[config.mk]
export PLATFORM = sky130hd
export DESIGN_NAME = cca_align_ctrl
export DESIGN_NICKNAME = d
export VERILOG_FILES = /design/src/rtl/cca_pkg.sv /design/src/rtl/cca_wrap_counter.sv /design/src/rtl/cca_edge_track.sv /design/src/rtl/cca_step_budget.sv /design/src/rtl/cca_align_ctrl.sv
export SDC_FILE = /design/constraint.sdc
export NUM_CORES = 1
export LEC_CHECK = 0
export BUFFER_PORTS_ARGS = -buffer_cell sky130_fd_sc_hd__clkbuf_2
export CORE_ASPECT_RATIO = 0.9
export CORE_MARGIN = 4
export CORE_UTILIZATION = 43
export CTS_CLUSTER_DIAMETER = 80
export CTS_CLUSTER_SIZE = 16
export DETAILED_ROUTE_END_ITERATION = 12
export PLACE_DENSITY = 0.73
export SLEW_MARGIN = 20
export SYNTH_ARGS = -nofsm -noshare
export SYNTH_HDL_FRONTEND = slang
export SYNTH_HIERARCHICAL = 1
export SYNTH_SLANG_ARGS = --single-unit
export TNS_END_PERCENT = 30
[constraint.sdc]
create_clock -name clk -period 2.7 [get_ports clk]
set_input_delay 0.135 -clock clk [delete_from_list [all_inputs] [get_ports clk]]
set_output_delay 0.135 -clock clk [all_outputs]
set_load 0.03 [all_outputs]
[src/rtl/cca_pkg.sv]
package cca_pkg;

    localparam int unsigned RATIO_MAX = 16;

    typedef enum logic [2:0] {
        ST_IDLE,
        ST_WAIT_PPS,
        ST_SEARCH,
        ST_WAIT_ACK,
        ST_ALIGN,
        ST_RESTART,
        ST_DONE
    } cca_state_e;

    typedef struct packed {
        logic rec;
        logic cust;
    } clk_sample_t;

    function automatic logic ratio_legal(input int unsigned r);
        return (r >= 1) && (r <= RATIO_MAX);
    endfunction

    // Rising edge seen with both clocks agreeing on both sides of it.
    function automatic logic edge_pair(input clk_sample_t prev, input clk_sample_t cur);
        return !prev.cust && cur.cust && (prev.rec == prev.cust) && (cur.rec == cur.cust);
    endfunction

endpackage

[src/rtl/cca_wrap_counter.sv]
module cca_wrap_counter #(
    parameter int RATIO_W = 5
) (
    input  logic               clk,
    input  logic               rst,
    input  logic               run,
    input  logic               sync,
    input  logic [RATIO_W-1:0] ratio,
    output logic [RATIO_W-1:0] cnt,
    output logic               wrap
);
    logic [RATIO_W-1:0] last;

    assign last = ratio - RATIO_W'(1);
    assign wrap = run && (cnt == last);

    always_ff @(posedge clk) begin
        if (rst || !run) begin
            cnt <= '0;
        end else if (sync || cnt >= last) begin
            cnt <= '0;
        end else begin
            cnt <= cnt + RATIO_W'(1);
        end
    end
endmodule

[src/rtl/cca_edge_track.sv]
module cca_edge_track
    import cca_pkg::*;
(
    input  logic        clk,
    input  logic        rst,
    input  logic        clear,
    input  logic        capture,
    input  clk_sample_t cur,
    output logic        found
);
    clk_sample_t prev;
    logic        have_prev;

    assign found = have_prev && edge_pair(prev, cur);

    always_ff @(posedge clk) begin
        if (rst || clear) begin
            prev      <= '0;
            have_prev <= 1'b0;
        end else if (capture) begin
            prev      <= cur;
            have_prev <= 1'b1;
        end
    end
endmodule

[src/rtl/cca_step_budget.sv]
module cca_step_budget #(
    parameter int STEP_W = 8
) (
    input  logic              clk,
    input  logic              rst,
    input  logic              clear,
    input  logic              bump,
    input  logic [STEP_W-1:0] limit,
    output logic              exhausted
);
    logic [STEP_W-1:0] used;

    assign exhausted = (used >= limit);

    always_ff @(posedge clk) begin
        if (rst || clear) begin
            used <= '0;
        end else if (bump) begin
            used <= used + STEP_W'(1);
        end
    end
endmodule

[src/rtl/cca_align_ctrl.sv]
module cca_align_ctrl
    import cca_pkg::*;
#(
    parameter int RATIO_W = 5,
    parameter int STEP_W  = 8
) (
    input  logic               clk,
    input  logic               rst,
    input  logic [RATIO_W-1:0] cfg_ratio,
    input  logic [STEP_W-1:0]  cfg_max_steps,
    input  logic               link_locked,
    input  logic               pps_aligned,
    input  logic               pps_pulse,
    input  logic               smp_rec_clk,
    input  logic               smp_cust_clk,
    input  logic               step_ack,
    output logic               step_req,
    output logic               pps_restart,
    output logic               align_done,
    output logic               timeout_err
);
    cca_state_e         state;
    logic               go;
    logic               run;
    logic               wrap;
    logic [RATIO_W-1:0] wc_cnt;
    logic               found;
    logic               exhausted;
    logic               search_wrap;
    logic               in_search;
    clk_sample_t        cur_smp;

    assign go          = link_locked && ratio_legal(int'(cfg_ratio));
    assign run         = go && (state != ST_IDLE);
    assign in_search   = (state == ST_SEARCH) || (state == ST_WAIT_ACK);
    assign search_wrap = go && (state == ST_SEARCH) && wrap;
    assign cur_smp     = '{rec: smp_rec_clk, cust: smp_cust_clk};

    cca_wrap_counter #(.RATIO_W(RATIO_W)) wc_i (
        .clk   (clk),
        .rst   (rst),
        .run   (run),
        .sync  (pps_pulse),
        .ratio (cfg_ratio),
        .cnt   (wc_cnt),
        .wrap  (wrap)
    );

    cca_edge_track et_i (
        .clk     (clk),
        .rst     (rst),
        .clear   (!in_search),
        .capture (search_wrap && !found),
        .cur     (cur_smp),
        .found   (found)
    );

    cca_step_budget #(.STEP_W(STEP_W)) sb_i (
        .clk       (clk),
        .rst       (rst),
        .clear     (!in_search),
        .bump      (search_wrap && !found && !exhausted),
        .limit     (cfg_max_steps),
        .exhausted (exhausted)
    );

    always_ff @(posedge clk) begin
        if (rst) begin
            state       <= ST_IDLE;
            step_req    <= 1'b0;
            pps_restart <= 1'b0;
            align_done  <= 1'b0;
            timeout_err <= 1'b0;
        end else begin
            step_req    <= 1'b0;
            pps_restart <= 1'b0;
            if (!go) begin
                state       <= ST_IDLE;
                align_done  <= 1'b0;
                timeout_err <= 1'b0;
            end else begin
                unique case (state)
                    ST_IDLE: begin
                        if (!timeout_err) state <= ST_WAIT_PPS;
                    end
                    ST_WAIT_PPS: begin
                        if (pps_aligned) state <= ST_SEARCH;
                    end
                    ST_SEARCH: begin
                        if (wrap) begin
                            if (found) begin
                                state <= ST_ALIGN;
                            end else if (exhausted) begin
                                timeout_err <= 1'b1;
                                state       <= ST_IDLE;
                            end else begin
                                step_req <= 1'b1;
                                state    <= ST_WAIT_ACK;
                            end
                        end
                    end
                    ST_WAIT_ACK: begin
                        if (step_ack) state <= ST_SEARCH;
                    end
                    ST_ALIGN: begin
                        if (pps_pulse) begin
                            pps_restart <= 1'b1;
                            state       <= ST_RESTART;
                        end
                    end
                    ST_RESTART: begin
                        align_done <= 1'b1;
                        state      <= ST_DONE;
                    end
                    ST_DONE: ;
                    default: state <= ST_IDLE;
                endcase
            end
        end
    end
endmodule

==> results of run 1 <==
[area by class of cell]
cell class | count | area [sq um] | share of cell area, %
tap | 42 | 52.55 | 3.024
multi-input combinational | 120 | 928.4 | 53.42
sequential | 23 | 460.4 | 26.49
timing repair buffer | 36 | 210.2 | 12.10
inverter | 11 | 41.29 | 2.376
clock buffer | 4 | 45.04 | 2.592
[cells by family (layout without fill, tap and decap cells)]
kind of cell	count (synthesis)	count (layout)	share of synthesized area, %
AO/OA/AOI/OAI	23	23	9.788
multiplexers	4	4	2.822
flip-flops	23	23	32.45
XOR/XNOR	11	11	7.319
adder cells (fa/ha/maj)	16	16	14.11
buffers and inverters	16	51	5.203
AND/OR/NAND/NOR	66	66	28.31
[through the flow]
stage	TNS, ns	power, mW
finish	0	0.6187
global route	-0.1631	0.6503
CTS	0	0.6224
detailed placement	-0.2805	0.4152
global placement	0	0.4116
floorplan	0	0.3819
[worst min-delay path by stage]
stage	from	endpoint	slack [ns]
5_1_grt	rst	et_i/prev[0]$_SDFFE_PP0P_	0.15
6_report	rst	et_i/have_prev$_SDFFE_PP0P_	0.14
2_1_floorplan	rst	et_i/have_prev$_SDFFE_PP0P_	0.21
4_1_cts	rst	et_i/have_prev$_SDFFE_PP0P_	0.14
3_5_place_dp	rst	et_i/have_prev$_SDFFE_PP0P_	0.42
3_3_place_gp	rst	et_i/have_prev$_SDFFE_PP0P_	0.41
[worst max-delay path, stage by stage]
cell and delay [ns]:
clkbuf_2 0.09, inv_1 0.05, ha_1 0.20, buf_4 0.13
xnor2_1 0.12, ha_1 0.32, nand3_1 0.10, nor2_2 0.13
and2_1 0.16, nand2_2 0.08, nor4_4 0.24, nand2b_1 0.17
nor2_4 0.19, nand4_4 0.11, or3_1 0.36, a21oi_2 0.14
[registers in the layout, summed over array words and instances (netlist names), 2 cells and up]
signal,count
state,3
wc_i/cnt,5
sb_i/used,8
et_i/prev,2
[per-layer routing]
| layer | up-vias | global-route usage [%] | routed length [microns] |
|---|---|---|---|
| met5 | - | 0 | 0 |
| met2 | 23 | 24.55 | 1500 |
| li1 | 638 | - | - |
| met3 | 4 | 3.597 | 136 |
| met4 | 0 | 5.707 | 35 |
| met1 | 583 | 18.24 | 1227 |
[what timing repair did]
action	in CTS	in global routing
setup endpoints to repair	0	4
hold buffers	0	0
gates resized for setup	0	10
buffers inserted	0	2
[cells in the mapped netlist, types with 2 or more instances]
library cell and n:
dfxtp_1 23, nor2_1 17, ha_1 16, inv_1 11
nand2_1 8, a21oi_1 7, nand3_1 6, nor3_1 5
nor4_1 5, o21ai_0 5, xnor2_1 5, xor2_1 5
mux2i_1 4, or3_1 4, a21o_1 3, a31oi_1 3
nand2b_1 3, nand3b_1 3, a211oi_1 2, and3_1 2
buf_2 2, nand4_1 2, nor3b_1 2
[cell usage in the layout (no fill, tap or decap), types with 2 or more instances in the layout]
cell / netlist / final
xnor2_1: 5 / 5
nand3b_1: 3 / 3
o21ai_0: 5 / 3
nand2_1: 8 / 7
a211oi_1: 2 / 2
nor4_4: 1 / 2
nand2_2: 1 / 2
or3_1: 4 / 4
nand2b_1: 3 / 3
a21o_1: 3 / 3
and3_1: 2 / 2
a31oi_1: 3 / 3
nor3_1: 5 / 5
dfxtp_1: 23 / 23
clkbuf_2: 0 / 24
o21ai_1: 0 / 2
nand4_1: 2 / 2
inv_1: 11 / 11
ha_1: 16 / 16
clkbuf_8: 0 / 3
nor2_1: 17 / 15
nor4_1: 5 / 5
buf_4: 1 / 12
xor2_1: 5 / 5
a21oi_1: 7 / 6
mux2i_1: 4 / 4
nand3_1: 6 / 5
[power by group through the flow]
| stage | registers, mW | clock network [mW] | logic [mW] |
|---|---|---|---|
| after global placement | 0.350 | 0 | 0.0620 |
| final | 0.342 | 0.210 | 0.0664 |
| after CTS | 0.342 | 0.215 | 0.0661 |
| after floorplan | 0.348 | 0 | 0.0339 |
| after detailed placement | 0.350 | 0 | 0.0656 |
| after global routing | 0.343 | 0.233 | 0.0751 |
==> results.md, run 1 <==
* Outcome: finished clean
* Starting density of the core at between 40% and 50%
* Core area at 0.003114 sq mm
* Mean Syn Cell Area at 8.924 sq um
* Number of routed nets with antenna violations at 0
* Fin. max-slew vios at 0
* Net Sw Power at between 100 and 150 uW
* Gpl congestion at about 0.86
* Sink Count at 23
* Worst setup endpoint: sb_i/used[5]$_SDFFE_PP0P_
* Non-Filler Instances at 236
* Placed cells at 230
* Critical Path Fanout Max at 4
* Vias in the first global route at around 1200
* Final min period at between 2 and 3 ns
* Ports at 25
* Maximum clock frequency at approximately 400 MHz
* Initial antenna violation count at 0
* Setup ws final at ~0.17 ns
* Clk_lat worst skew at 0.26 ns
* GRT Util Overall at 14.93%
* DP HPWL at about 2300 microns
* Number of synthesized flops with an enable pin at 0
* Pwr per Cell Area at 356.0 mW/mm^2
* Sequential fraction of the synthesis area at around 32%
* Ant diodes at 0
* Fin util at 55.81%
* Max-Cap Viols at 0
* FF-to-FF path depth at 9
* Ys Warns at 6
* Hold Path Class: primary input to register
* Vias at 1248
* CTS Buf Count at 3
* CTS tree: built
* Relative slew slack at a little under three fifths
* DP Area at between 0.0015 and 0.002 sq mm
* Filler cells at 287
* Maximum vdd ir drop at between 0.2 and 0.3 mV
* Crit share post-route at 93.71%
* Clock network power share at about a third
* Die X at around 69 microns
* Synth Register Bits at 23
* WL per Instance at ~12 microns
* GRT Residual Overflow at 0
* Comb pwr share at a little over a tenth
* Min Hold Slack at around 0.14 ns
* Sequential power share at a little under three fifths
* Setup Viol. Count Final at 0
* Crit path arrival time at ~2.7 ns
* Clock skew at 0.004951 ns
* Post-synth top area cell: dfxtp_1
* Internal reg-to-reg setup slack at between 0.2 and 0.3 ns
* Area grow syn2layout at 22.49%
* Input/output buffers at 24
* Area share of the largest cell type after synthesis at between 30% and 40%
* Net Sw Frac at between 20 and 25%
* Syn Inst Count at ~160
* Leak at 0.7386 nW
* Synth top area cells: dfxtp_1 32%, ha_1 14%, nor2_1 4.5%, xnor2_1 3.1%, xor2_1 3.1%
* DRC Markers at 0
* Layout cell share with drive strength beyond 1 at around 28%
* Clk slew on worst S/H paths at around 0.08 ns
* Die height at ~62 microns
* Site Rows at 19
* Syn Std Cell Area at 0.001419 sq mm
* Finished Cell Area at 0.001738 sq mm
* Final hold violation count at 0
* Worst Hold Depth at 2
* Worst Path Required at slightly below 3 ns
* Worst flop-to-flop path endpoint: sb_i/used[5]$_SDFFE_PP0P_
* Crit path kind: primary input to register
* Die Area at approximately 0.0043 sq mm
* First-pass GRT wire length at 5064 microns
* Worst slew pin tran at roughly 0.66 ns
* Nets at around 230
* Worst setup EP type: register
* Worst slack, placed at -0.1156 ns
* Longest Clk Path Bufs at 2
* CTS H-tree depth at 1
* Synthesized Nets at 196
* Via-per-instance ratio at 5.288
* RR Startpoint: sb_i/used[4]$_SDFFE_PP0P_
* Routed wire length at 2899 microns
* Async SR Flop Fraction at 0%
* Synth Flop Type: dfxtp_1
* Drt pass-1 iters at 4
* Iter 0 DRT Violations at 103
* Largest net degree at the start of global routing at 13
* Worst Setup Start Kind: primary input
* Cell variety after synth at 39
* Internal power at around 480 uW
* CTS Root Cell: clkbuf_8
* Crit. Startpoint: cfg_ratio[0]
No activity file was read; power rests on OpenSTA's default activity.
==> run 2: changes to the inputs <==
--- a/config.mk
+++ b/config.mk
@@ -7,7 +7,7 @@
 export LEC_CHECK = 0
 export BUFFER_PORTS_ARGS = -buffer_cell sky130_fd_sc_hd__clkbuf_2
 export CORE_ASPECT_RATIO = 0.9
-export CORE_MARGIN = 4
+export CORE_MARGIN = 2
 export CORE_UTILIZATION = 43
 export CTS_CLUSTER_DIAMETER = 80
 export CTS_CLUSTER_SIZE = 16
==> run 2 against run 1 <==
Net effect:
- final area is 3.9% lower
- via count is 0.32% lower
- global-route usage is 1.8 points higher
==> results.md, run 2 (synthesis gave the netlist of run 1 again) <==
* Number of routed nets with antenna violations at 0
* Die X at around 65 microns
* Largest net degree at the start of global routing at 13
* Vias in the first global route at about 1200
* Maximum clock frequency at between 400 and 500 MHz
* Site Rows at 19
* Vias at 1244
* Clk_lat worst skew at a little over 0.3 ns
* Final hold violation count at 0
* Crit path arrival time at between 2 and 3 ns
* GRT Residual Overflow at 0
* Worst Path Required at 2.96 ns
* Crit path kind: register to register
* Routed wire length at between 2000 and 3000 microns
* CTS tree: built
* Max FFs per register at 8
* WL per Instance at 12.23 microns
* Post-CTS sizing at 0
* Relative slew slack at around 66%
* Hold Path Class: primary input to register
* Worst slew pin tran at 0.5118 ns
* Worst Setup Start Kind: register
* Register with the most flip-flops: sb_i/used
* Pwr per Cell Area at about 340 mW/mm^2
* Clock network power share at ~28%
* Core area at 0.003090 sq mm
* DP Area at 0.001637 sq mm
* Initial antenna violation count at 0
* Via-per-instance ratio at around 5.3
* # hold bufs at CTS at 0
* Longest Clk Path Bufs at 2
* Sink Count at 23
* CTS Root Cell: clkbuf_4
* Unrepaired setup endpoints after global routing: false
* Hold path startpoint: rst
* Setup Viol. Count Final at 0
* Commonest cells after routing, fill and taps aside: 24 x clkbuf_2, 23 x dfxtp_1, 16 x ha_1
* Crit share post-route at approximately 92%
* Finished Cell Area at between 0.0015 and 0.002 sq mm
* Drt pass-1 iters at 4
* Input/output buffers at 24
* Area grow syn2layout at 17.72%
* Nets at 230
* GRT Util Overall at 16.71%
* Sequential power share at 60.3%
* Net Sw Power at approximately 140 uW
* Setup bufs post-CTS at 0
* First-pass GRT wire length at approximately 4900 microns
* Layout cell share with drive strength beyond 1 at 25.52%
* DP HPWL at roughly 2400 microns
* Min Hold Slack at between 0.09 and 0.1 ns
* Comb pwr share at 11.7%
* Outcome: finished clean
* Final setup TNS at 0 ns
* Fin. max-slew vios at 0
* Ant diodes at 0
* Final min period at around 2.5 ns
* Worst setup EP type: register
* Starting density of the core at between 40% and 50%
* Commonest non-fill, non-tap cell in the layout: clkbuf_2
* Internal power at 429.9 uW
* Crit. Startpoint: sb_i/used[4]$_SDFFE_PP0P_
* DRC Markers at 0
* RR Startpoint: sb_i/used[4]$_SDFFE_PP0P_
* Critical Path Fanout Max at 5
* Ports at 25
* Die Area at about 0.0038 sq mm
* Top flop regs: sb_i/used (8), wc_i/cnt (5), state (3)
* Clock skew at around 0.0050 ns
* Iter 0 DRT Violations at 39
* CTS H-tree depth at 1
* Gpl congestion at between 0.8 and 0.9
* Leak at a little over 0.7 nW
* Net Sw Frac at between 20 and 25%
* Clk slew on worst S/H paths at roughly 0.12 ns
* CTS Buf Count at 3
* Filler cells at 313
* Die height at around 58 microns
* Max-Cap Viols at 0
* Maximum vdd ir drop at between 0.2 and 0.25 mV
-- run 2: path summary, 6_finish.rpt --
kind,slack [ns],depth (start not counted),end
worst min register to register,0.49,2,align_done$_SDFFE_PP0P_
worst min-delay path,0.09,2,et_i/prev[1]$_SDFFE_PP0P_
worst max-delay path,0.21,9,sb_i/used[7]$_SDFFE_PP0P_
worst max register to register,0.21,9,sb_i/used[7]$_SDFFE_PP0P_
-- run 2: layout make-up --
cell class	count	area [sq um]	share of cell area (%)
timing repair buffer	34	195.2	11.69
multi-input combinational	120	894.6	53.56
sequential	23	460.4	27.57
inverter	11	41.29	2.472
clock buffer	4	26.28	1.573
tap	42	52.55	3.146
-- run 2: per-layer routing --
layer | routed length [microns] | up-vias | part of all wire, % | track usage [%]
li1 | - | 632 | - | -
met1 | 1156 | 570 | 40 | 18.45
met2 | 1535 | 38 | 54 | 30.95
met3 | 135 | 4 | 4.7 | 3.633
met4 | 35 | 0 | 1.2 | 7.599
met5 | 0 | - | 0 | 0
-- run 2: worst max-delay path, stage by stage, from the launching register on --
cell	delay, ns
dfxtp_1	0.46
ha_1	0.29
a21o_1	0.17
a221oi_1	0.29
o21ai_1	0.18
nand2b_1	0.22
nor2_2	0.18
nand4_2	0.13
or3_1	0.38
a21oi_1	0.14
-- run 2: power groups by stage --
stage / combinational, mW / sequential [mW] / clock [mW]
after floorplan: 0.0339 / 0.348 / 0
after global placement: 0.0609 / 0.350 / 0
after detailed placement: 0.0661 / 0.350 / 0
after CTS: 0.0662 / 0.342 / 0.166
after global routing: 0.0742 / 0.342 / 0.176
final: 0.0661 / 0.342 / 0.159
-- run 2: stage by stage --
stage / utilization (%) / power [mW] / instances / worst slack, ns
after floorplan: - / 0.3819 / 159 / 0.05821
after global placement: 52.96 / 0.4104 / 230 / 0.02657
after detailed placement: 52.96 / 0.4157 / 230 / -0.1386
after CTS: 53.81 / 0.5744 / 234 / 0.04955
after global routing: 54.05 / 0.5928 / 234 / 0.009316
final: 54.05 / 0.5671 / 234 / 0.2089
==> run 3: changes to the inputs <==
--- a/config.mk
+++ b/config.mk
@@ -12,6 +12,7 @@
 export CTS_CLUSTER_DIAMETER = 80
 export CTS_CLUSTER_SIZE = 16
 export DETAILED_ROUTE_END_ITERATION = 12
+export MAX_ROUTING_LAYER = met4
 export PLACE_DENSITY = 0.73
 export SLEW_MARGIN = 20
 export SYNTH_ARGS = -nofsm -noshare
==> run 3 against run 2 <==
Net effect:
- worst setup slack better by 0.0033 ns
- critical endpoint unchanged
- first-iteration DRC count is 2.6% higher
- non-clock buffer count stayed put
- register-to-register slack hardly changed
- count of clock-buffer cells in the layout stayed put
- maximum frequency is 0.13% higher
==> results.md, run 3 (synthesis gave the netlist of run 1 again) <==
* Outcome: finished clean
* Commonest non-fill, non-tap cell in the layout: clkbuf_2
* Reg area at about 460 sq um
* Relative slew slack at roughly 66%
* Max-Cap Viols at 0
* Vias at roughly 1200
* Largest net degree at the start of global routing at 13
* Nets at 230
* Maximum vdd ir drop at 0.2377 mV
* Worst slew pin tran at 0.5088 ns
* Critical Path Fanout Max at 5
* # hold bufs at CTS at 0
* RR Startpoint: sb_i/used[4]$_SDFFE_PP0P_
* Setup bufs post-CTS at 0
* Clk slew on worst S/H paths at 0.12 ns
* Number of routed nets with antenna violations at 0
* Crit. Startpoint: sb_i/used[4]$_SDFFE_PP0P_
* Starting density of the core at 45.91%
* Gpl congestion at approximately 0.84
* CTS Buf Count at 3
* Area grow syn2layout at 17.72%
* Leak at 0.7137 nW
* Clock skew at between 0.005 and 0.006 ns
* First-pass GRT wire length at between 4000 and 5000 microns
* Pwr Total at ~570 uW
* Unrepaired setup endpoints after global routing: false
* Critical-path top delay cell: dfxtp_1
* Crit path arrival time at between 2 and 3 ns
* Input/output buffers at 24
* Core area at 0.003090 sq mm
* Routed wire length at between 2000 and 3000 microns
* Crit share post-route at 92.14%
* Multi-input logic area at 894.6 sq um
* Site Rows at 19
* Ports at 25
* Drt pass-1 iters at 4
* Filler cells at between 300 and 400
* Placed cells at 230
* Final min period at roughly 2.5 ns
* Sink Count at 23
* Via-per-instance ratio at between 5 and 6
* Longest Clk Path Bufs at 2
* Vias in the first global route at about 1200
* Pwr per Cell Area at approximately 340 mW/mm^2
* Final hold violation count at 0
* Commonest cells after routing, fill and taps aside: 24 x clkbuf_2, 23 x dfxtp_1, 16 x ha_1
* WL per Instance at roughly 12 microns
* Iter 0 DRT Violations at 40
* Die height at 58.50 microns
* Non-Filler Instances at approximately 230
* Critical Path Max Stage Delay at roughly 0.46 ns
* Maximum clock frequency at about 400 MHz
* Crit path kind: register to register
* DRC Markers at 0
* CTS Root Cell: clkbuf_4
* Top flop regs: sb_i/used (8), wc_i/cnt (5), state (3)
* Ant diodes at 0
* Die Area at between 0.003 and 0.004 sq mm
* Die X at around 65 microns
* CTS H-tree depth at 1
* Clk_lat worst skew at around 0.31 ns
* Worst Path Required at 2.96 ns
* Final setup TNS at 0 ns
* Setup Viol. Count Final at 0
* DP HPWL at about 2400 microns
* Hold path startpoint: rst
* Hold Path Class: primary input to register
* Register with the most flip-flops: sb_i/used
* CTS tree: built
* Max FFs per register at 8
* Worst Setup Start Kind: register
* CP cell instances: ha_1 > a21o_1 > a221oi_1 > o21ai_1 > nand2b_1 > nor2_2 > nand4_2 > or3_1 > a21oi_1
* Fin. max-slew vios at 0
* GRT Util Overall at 17.22%
* Layout cell share with drive strength beyond 1 at between 20% and 30%
* Initial antenna violation count at 0
* Worst setup EP type: register
* GRT Residual Overflow at 0
[run 3: cell counts in the layout (fill, tap and decap cells not counted)]
Identical to the previous run, type by type.
[run 3: repair_timing]
action	in CTS	in global routing
endpoints found under the hold margin	0	0
resized for setup	0	3
setup endpoints to repair	0	3
[run 3: final cells by class]
type | instances | area share [%]
inverters | 11 | 2.472
repair buffers | 34 | 11.69
well taps | 42 | 3.146
clock buffers | 4 | 1.573
multi-input cells | 120 | 53.56
flip-flops and latches | 23 | 27.57
[run 3: routing by layer]
layer | global-route usage [%] | vias to the layer above | share of wire, %
met5 | - | - | 0
met4 | 7.599 | 0 | 1.2
met3 | 3.633 | 4 | 4.2
met2 | 30.95 | 31 | 53
met1 | 18.45 | 568 | 41
li1 | - | 631 | -
[run 3: worst max-delay path: cells and delay by family, from the launching register on]
kind / cells / cell delay, ns
adder cells (fa/ha/maj): 1 / 0.29
flip-flops: 1 / 0.46
AND/OR/NAND/NOR: 4 / 0.90
AO/OA/AOI/OAI: 4 / 0.78
[run 3: final timing paths]
kind	end	slack [ns]	depth (start not counted)
worst max-delay path	sb_i/used[7]$_SDFFE_PP0P_	0.21	9
worst min-delay path	et_i/prev[1]$_SDFFE_PP0P_	0.09	2
worst max register to register	sb_i/used[7]$_SDFFE_PP0P_	0.21	9
worst min register to register	align_done$_SDFFE_PP0P_	0.49	2
[run 3: through the flow]
stage	util (%)	hold slack [ns]	area (sq um)	setup slack, ns
2_1_floorplan	-	0.2118	1421	0.05821
3_3_place_gp	52.96	0.4165	1637	0.02657
3_5_place_dp	52.96	0.4244	1637	-0.1386
4_1_cts	53.81	0.07706	1663	0.04955
5_1_grt	54.05	0.07679	1670	0.009306
6_report	54.05	0.09227	1670	0.2122
[run 3: where the power goes]
part           total [mW]  switching [mW]  internal (mW)
registers           0.342         0.00194          0.340
clock network       0.159           0.101         0.0578
logic              0.0661          0.0340         0.0320
total               0.567           0.137          0.430
